## src/rtl/sram_ctrl.sv

```systemverilog
`timescale 1ns/1ps
module sram_ctrl #(
  parameter int CLK_NS  = 10,
  parameter int T_AA_NS = 70,
  parameter int T_RC_NS = 70,
  parameter int T_WP_NS = 35,
  parameter int T_AW_NS = 70,
  parameter int T_DW_NS = 30,
  parameter int T_HZ_NS = 35,
  parameter int AW      = 20,
  parameter int DW      = 8
) (
  input  logic          clk,
  input  logic          rst,
  input  logic          req,
  input  logic          req_wr,
  input  logic [AW-1:0] req_addr,
  input  logic [DW-1:0] req_wdata,
  output logic          ready,
  output logic [DW-1:0] rdata,
  output logic [AW-1:0] sram_addr,
  output logic          sram_sel_n,
  output logic          sram_sel,
  output logic          sram_wstb_n,
  output logic          sram_rden_n,
  output logic [DW-1:0] sram_dq_o,
  output logic          sram_dq_oe,
  input  logic [DW-1:0] sram_dq_i
);
  localparam int C_AA   = (T_AA_NS + CLK_NS - 1) / CLK_NS;
  localparam int C_RC   = (T_RC_NS + CLK_NS - 1) / CLK_NS;
  localparam int C_WP   = (T_WP_NS + CLK_NS - 1) / CLK_NS;
  localparam int C_AW   = (T_AW_NS + CLK_NS - 1) / CLK_NS;
  localparam int C_DW   = (T_DW_NS + CLK_NS - 1) / CLK_NS;
  localparam int C_HZ   = (T_HZ_NS + CLK_NS - 1) / CLK_NS;
  localparam int RD0    = C_AA > C_RC ? C_AA : C_RC;
  localparam int RD_CYC = RD0 > 1 ? RD0 : 1;
  localparam int WL0    = C_WP > C_DW ? C_WP : C_DW;
  localparam int WL1    = WL0 > C_AW - 1 ? WL0 : C_AW - 1;
  localparam int WE_LOW = WL1 > 1 ? WL1 : 1;
  localparam int TA     = C_HZ;
  localparam int MX0    = RD_CYC > WE_LOW ? RD_CYC : WE_LOW;
  localparam int MAXC   = MX0 > TA ? MX0 : TA;
  localparam int CNTW   = $clog2(MAXC + 1);

  typedef enum logic [2:0] {S_IDLE, S_RD, S_WSET, S_WLOW, S_WREL} state_t;

  state_t          st;
  logic [CNTW-1:0] cnt;
  logic [CNTW-1:0] ohc;
  logic [AW-1:0]   addr_q;
  logic [DW-1:0]   wd_q;
  logic [DW-1:0]   rd_q;
  logic            sel_q;
  logic            wstb_n_q;
  logic            rden_n_q;
  logic            dq_oe_q;
  logic            ready_q;

  assign sram_addr   = addr_q;
  assign sram_sel    = sel_q;
  assign sram_sel_n  = ~sel_q;
  assign sram_wstb_n = wstb_n_q;
  assign sram_rden_n = rden_n_q;
  assign sram_dq_o   = wd_q;
  assign sram_dq_oe  = dq_oe_q;
  assign ready       = ready_q;
  assign rdata       = rd_q;

  always_ff @(posedge clk) begin
    if (rst) begin
      st       <= S_IDLE;
      cnt      <= '0;
      ohc      <= '0;
      addr_q   <= '0;
      wd_q     <= '0;
      rd_q     <= '0;
      sel_q    <= 1'b0;
      wstb_n_q <= 1'b1;
      rden_n_q <= 1'b1;
      dq_oe_q  <= 1'b0;
      ready_q  <= 1'b0;
    end else begin
      ready_q <= 1'b0;
      if (!rden_n_q)                 ohc <= '0;
      else if (ohc != CNTW'(TA))     ohc <= ohc + 1'b1;
      case (st)
        S_IDLE: if (req) begin
          addr_q <= req_addr;
          wd_q   <= req_wdata;
          sel_q  <= 1'b1;
          if (req_wr) st <= S_WSET;
          else begin
            rden_n_q <= 1'b0;
            cnt      <= CNTW'(RD_CYC - 1);
            st       <= S_RD;
          end
        end
        S_RD: if (cnt == '0) begin
          rd_q     <= sram_dq_i;
          ready_q  <= 1'b1;
          rden_n_q <= 1'b1;
          sel_q    <= 1'b0;
          st       <= S_IDLE;
        end else cnt <= cnt - 1'b1;
        S_WSET: if (ohc == CNTW'(TA)) begin
          dq_oe_q  <= 1'b1;
          wstb_n_q <= 1'b0;
          cnt      <= CNTW'(WE_LOW - 1);
          st       <= S_WLOW;
        end
        S_WLOW: if (cnt == '0) begin
          wstb_n_q <= 1'b1;
          st       <= S_WREL;
        end else cnt <= cnt - 1'b1;
        S_WREL: begin
          dq_oe_q <= 1'b0;
          sel_q   <= 1'b0;
          ready_q <= 1'b1;
          st      <= S_IDLE;
        end
        default: st <= S_IDLE;
      endcase
    end
  end
endmodule


```

## config.mk

```make
export PLATFORM = sky130hd
export DESIGN_NAME = sram_ctrl
export DESIGN_NICKNAME = d
export VERILOG_FILES = /design/src/rtl/sram_ctrl.sv
export SDC_FILE = /design/constraint.sdc
export NUM_CORES = 1
export LEC_CHECK = 0
export BUFFER_PORTS_ARGS = -buffer_cell sky130_fd_sc_hd__buf_2
export CAP_MARGIN = 20
export CELL_PAD_IN_SITES_DETAIL_PLACEMENT = 1
export CELL_PAD_IN_SITES_GLOBAL_PLACEMENT = 2
export CORE_MARGIN = 5
export CORE_UTILIZATION = 24
export CTS_CLUSTER_DIAMETER = 100
export DETAILED_ROUTE_END_ITERATION = 12
export GPL_TIMING_DRIVEN = 0
export PLACE_DENSITY = 0.69
export SYNTH_ARGS = -nofsm -noshare
export SYNTH_HDL_FRONTEND = slang
export SYNTH_SLANG_ARGS = --single-unit
```

## constraint.sdc

```tcl
create_clock -name clk -period 1.3 [get_ports clk]
set_input_delay 0.13 -clock clk [delete_from_list [all_inputs] [get_ports clk]]
set_output_delay 0.13 -clock clk [all_outputs]
set_load 0.005 [all_outputs]
```

### Yosys cells after proc, flatten, opt, wreduce, memory -nomap -nowiden

Index checks and enable logic that the tools add are counted.

* register bits: 50
* input port bits: 40
* output and inout port bits: 42
* logic and storage cells: 68

* add/sub/neg operators: 2
* eq/ne operators: 12
* muxes and demuxes: 24
* bitwise operators: 2
* reduce and logical (&&, ||, !) cells: 17

Operators by type and width (number)
* 3-bit 2-to-1 mux: 8
* 2-bit != test, second input constant: 6
* 3-bit case mux with 4 select lines: 1
* 3-bit case mux with 3 select lines: 1
* 1-bit 2-to-1 mux: 8
* 1-bit case mux with 2 select lines: 4
* 4-bit AND reduction: 2
* 3-bit by 2-bit equality test with 1-bit output, second input constant: 2
* 3-bit equality test, second input constant: 2
* 3-bit zero test: 2
* 2-bit AND reduction: 3
* 3-bit AND reduction: 2
* 2-bit nonzero test: 3
* 3-bit nonzero test: 2
* 5-bit AND reduction: 1
* 2-bit OR reduction: 2
* 3-bit by 1-bit adder with 3-bit output, second input constant: 1
* 3-bit by 1-bit equality test with 1-bit output, second input constant: 1
* 3-bit != test, second input constant: 1
* 1-bit case mux with 3 select lines: 1
* 3-bit by 1-bit subtractor with 3-bit output, second input constant: 1
* 2-bit 2-to-1 mux: 1
* 1-bit inverter: 2

### Logic depth before layout (Yosys ltp)

* word-level depth: 4
* depth in mapped cells: 7
* depth with buffers taken out: 6

### Worst setup path after synthesis

Ideal clock, no wire load.

* path kind: reg-to-reg
* from: reg cnt[0]
* to: reg sel_q, in the netlist sram_sel
* library setup time: 0.103 ns
* arrival time: 1.229 ns
* required time: 1.197 ns
* path slack: -0.032 ns
* cell stages (with the launch flop): 7
* buffers on the path: 1
* period minus slack after synthesis: 1.332 ns
* path through: dfxtp_1 -> inv_1 -> ha_1 -> nor2b_2 -> and3_1 -> buf_4 -> a2111oi_2

* word-level cells in the longest chain between the ends: 3

Ends and longest elaborated chain
* from (decl): line 49 `logic [CNTW-1:0] cnt;`
* from (signal assigned): line 95 `cnt <= CNTW'(RD_CYC - 1);`
* from (signal assigned): line 105 `end else cnt <= cnt - 1'b1;`
* from (signal assigned): line 109 `cnt <= CNTW'(WE_LOW - 1);`
* 3-bit zero test: line 99 `S_RD: if (cnt == '0) begin`
* 2-bit != test (no line)
* 3-bit AND reduction (no line)
* to (signal assigned): line 91 `sel_q <= 1'b1;`
* to (signal assigned): line 103 `sel_q <= 1'b0;`
* to (signal assigned): line 118 `sel_q <= 1'b0;`
* to (decl): line 54 `logic sel_q;`

No other way between the ends.
A chain may end at the register's enable or synchronous reset.

### Worst setup path in the final report

* from: reg cnt[0]
* to: reg cnt[2]

* word-level cells in the longest chain between the ends: 3
* elaborated cells on any way between the ends: 6
* classes of those cells: 1 x add/sub; 1 x eq/ne; 2 x mux; 2 x reduce/logical

Ends and longest elaborated chain
* 3-bit by 1-bit subtractor with 3-bit output / 3-bit zero test (equally long branches)
* 3-bit 2-to-1 mux / 2-bit != test (equally long branches)
* 3-bit case mux with 3 select lines / 5-bit AND reduction (equally long branches)

Parallel ways exist; a longest one is shown, timed or not. The select of a mux whose other input is x is not followed.

==> results.md <==
- Max-Cap Viols: 0
- Hold Crit Start: rst
- H-tree depth: 2
- DRC violation count after routing: 0
- Gp weighted congestion: between 0.7 and 0.8
- Worst r2r dst: cnt[2]
- Final critical-path required period: 1.358 ns
- Clock transition at path regs: around 0.09 ns
- Max FO, Critical Path: 3
- Failing checks: setup timing
- Met3 wire length: between 300 and 400 um
- Post-Synth Simple-Gate Area: between 20% and 30%
- Wl on met1: a little over 3000 um
- Clock Tree Buf Depth: 2
- GRT Residual Overflow: 0
- Met2 wire length: 3241 um
- Initial drt markers: roughly 50
- Pwr per Cell Area: about 1200 mW/mm^2
- Pin count of the biggest net entering global routing: 20
- Routed wire length: approximately 6800 um
- Worst hold stages: 2
- Clock latency on the worst-skew pair: about 0.30 ns
- Crit Path Category: reg -> reg
- Sequential-to-total area share from yosys stat: ~47%
- Area delta synth->final: 46.16%
- Routed Antenna Nets: 0
- Leakage: ~1.3 nW
- DP Area: ~0.0027 mm^2
- RSZ-0062 raised after global routing: true
- RR Startpoint: cnt[0]
- Initial antenna violation count: 0
- Ratio of cells with drive above 1 in the final layout: between 50% and 60%
- Sw frac: 29.99%
- Syn avg cell area: 8.779 um^2
- Site Rows: 34
- CTS tree: built
- Core area: 0.008678 mm^2
- Filler cell count: ~1100
- Worst EP arrival: between 1.5 and 2 ns
- Clock Sinks: 50
- Worst-Margin Slew: 0.7463 ns
- Chip width: 104.3 um
- Hold Crit Endpoint: sram_sel
- First-pass GRT wire length: around 11000 um
- # setup viols final: 7
- Synth Register Bits: 50
- Root buffer selected by CTS: clkbuf_8
- Vias/cell: 4.422
- VDD IR max: ~650 uV
- Syn nets: between 200 and 300
- Post-synthesis cell count: between 200 and 250
- Synth Area in Adders: under 10%
- Antenna cells: 0
- Global-route usage over all layers: 11.94%
- Main combinational cell family by area after synthesis: simple AND/OR/NAND/NOR gates
- Final HPWL DP: about 4600 um
- Switch Pwr: 1.087 mW
- Design Power: between 3 and 4 mW
- Post-synth top area cell: dfxtp_1
- Comb power frac: 27.7%
- Post-synth top area share: 46.92%
- Yosys Warn Count: 0
- Relative slew slack: 50.25%
- Critical path required time: 1.50 ns
- Hold buffer count at CTS: 0
- Fraction of synthesized area in multiplexers: 0%
- Startpoint Class: flop
- Top sig layer: met4
- Area contributors post-synth: dfxtp_1 (47%), nand2_1 (12%), a21oi_2 (8.2%), a21oi_1 (6.3%), nand2_2 (2.9%)
- Status: complete, but fails checks
- WL per Instance: 14.86 um
- Cell-internal power: ~2.5 mW
- Final core occ: between 30 and 40%
- Hold Violations, Final: 0
- Detailed-route via count: ~2000
- Count of cell types in the netlist: 37
- Chip Height: 104.3 um
- Clock skew: between 0.007 and 0.008 ns
- Number of nets in the layout: between 300 and 400
- Clock power share: roughly 25%
- Max-slew violations: 0
- Vias in the first global route: between 2000 and 2500
- Setup WS pre-CTS: -0.2318 ns
- Initial Utilization: 24.58%
- Seq pwr share: a little under half
- Crit end category: flop
- Worst R2R Path Depth: 6
- Num CTS Buffers: 5
- Setup slack, reg-to-reg: -0.06 ns
- Die ar.: 0.01087 mm^2
- Post-synthesis xor/xnor area fraction: 0.4106%
- Maximum clock frequency: 0.7364 GHz
- Drt pass-1 iters: 4
- Worst min-delay path class: in -> reg
- Finished Cell Area: 0.003118 mm^2
- Final worst slack: -0.05791 ns
- Crit share post-route: 104.5%
- Top Ports: 82
- Synth Area in Compound Gates: between 15 and 20%
- Port Buf Inserts: 81
- Post-Synthesis Cell Area: between 0.002 and 0.0025 mm^2
kinds of logic after synthesis:
family	after synthesis
adder cells (fa/ha/maj)	4
flip-flops	50
AO/OA/AOI/OAI	57
buffers and inverters	22
XOR/XNOR	1
AND/OR/NAND/NOR	109
worst max path at each step:
stage	start	endpoint	slack (ns)
2_1_floorplan	cnt[0]	sram_sel	0.0002
6_report	cnt[0]	cnt[2]	-0.06
3_3_place_gp	cnt[0]	rdata[2]	-0.24
4_1_cts	cnt[0]	rdata[4]	-0.02
5_1_grt	st[1]	rdata[6]	-0.12
3_5_place_dp	cnt[0]	rdata[4]	-0.23
synth_stat cells:
master and n:
inv_1 6, dfxtp_1 50, buf_2 2, a21oi_1 27, o31ai_1 1, a211oi_2 1, nor2_4 1, a21oi_2 20
inv_2 1, o21bai_1 2, nand3_1 4, nor2b_1 2, and2_4 2, nor2b_4 1, nand3b_1 1, nor2_1 7
buf_12 2, clkbuf_1 4, nor2b_2 1, buf_6 3, or3_1 1, buf_4 3, buf_8 1, nand2_1 71
nor3_1 4, o311ai_4 1, o21ai_1 1, o32ai_1 1, nor3b_1 1, a31oi_1 1, and3_1 1, nand2_2 10
o21ai_0 1, xnor2_1 1, ha_1 4, a2111oi_2 1, nand2b_1 2
layer usage:
layer	vias to the layer above	GRT usage (%)
met5	-	0
met1	957	15.85
li1	1005	-
met2	44	18.46
met3	6	3.911
met4	0	3.330
power by group through the flow:
stage,clock [mW],sequential [mW],combinational (mW)
after CTS,0.933,1.73,0.904
after global routing,0.996,1.75,1.11
after floorplan,0,1.76,0.470
after detailed placement,0,1.76,0.762
after global placement,0,1.75,0.752
final,0.888,1.73,1.00
critical path, stage by stage (launching register included):
cell and delay (ns):
dfxtp_2 0.36, inv_4 0.05, buf_4 0.13, ha_2 0.18
or3_1 0.30, a31oi_1 0.18, nor3_1 0.07
metrics by stage:
stage,hold WS [ns],TNS [ns],instances
after global placement,0.3713,-3.491,432
after global routing,0.03959,-1.377,455
after CTS,0.03482,-0.06247,452
after floorplan,0.2060,0,243
final,0.04604,-0.1468,455
after detailed placement,0.3698,-3.159,432
sequential cells by signal (all words and copies together) (netlist names):
register	flops
sram_dq_oe	1
sram_sel	1
sram_addr	20
cnt	3
st	3
ready	1
sram_dq_o	8
sram_wstb_n	1
sram_rden_n	1
rdata	8
ohc	3
layout make-up:
cell class	instances	area (um^2)	share of cell area [%]
Multi-Input combinational cell	171	1106	35.47
Tap cell	108	135.1	4.334
Clock buffer	7	76.32	2.448
Buffer	13	137.6	4.414
Timing Repair Buffer	99	623.1	19.98
Sequential cell	50	1011	32.42
Inverter	7	28.78	0.9230
repair_timing:
action,in CTS,in global routing
gates resized for setup,29,29
endpoints found under the setup margin,35,41
pin swaps,9,12
buffers inserted,13,1
gates cloned,2,2
placed cells by master, fill, tap and decap left out, types with 2 or more instances in the layout:
cell | Yosys | final
buf_4 | 3 | 12
nand2b_1 | 2 | 2
nor2_1 | 7 | 7
dfxtp_2 | 0 | 5
buf_8 | 1 | 2
a21oi_2 | 20 | 29
nand2_2 | 10 | 21
buf_12 | 2 | 4
nand2_4 | 0 | 2
o21bai_1 | 2 | 2
a21oi_1 | 27 | 18
nor2b_1 | 2 | 2
clkbuf_1 | 4 | 5
ha_4 | 0 | 2
nand2_1 | 71 | 58
nand3_2 | 0 | 2
buf_6 | 3 | 5
clkbuf_8 | 0 | 5
dfxtp_1 | 50 | 44
inv_1 | 6 | 4
buf_2 | 2 | 83
nor2b_4 | 1 | 2
clkbuf_16 | 0 | 2
nand3_1 | 4 | 2
nor3_1 | 4 | 4
inv_2 | 1 | 2
and2_4 | 2 | 2
Note: power is estimated with default switching activity, not from simulation.
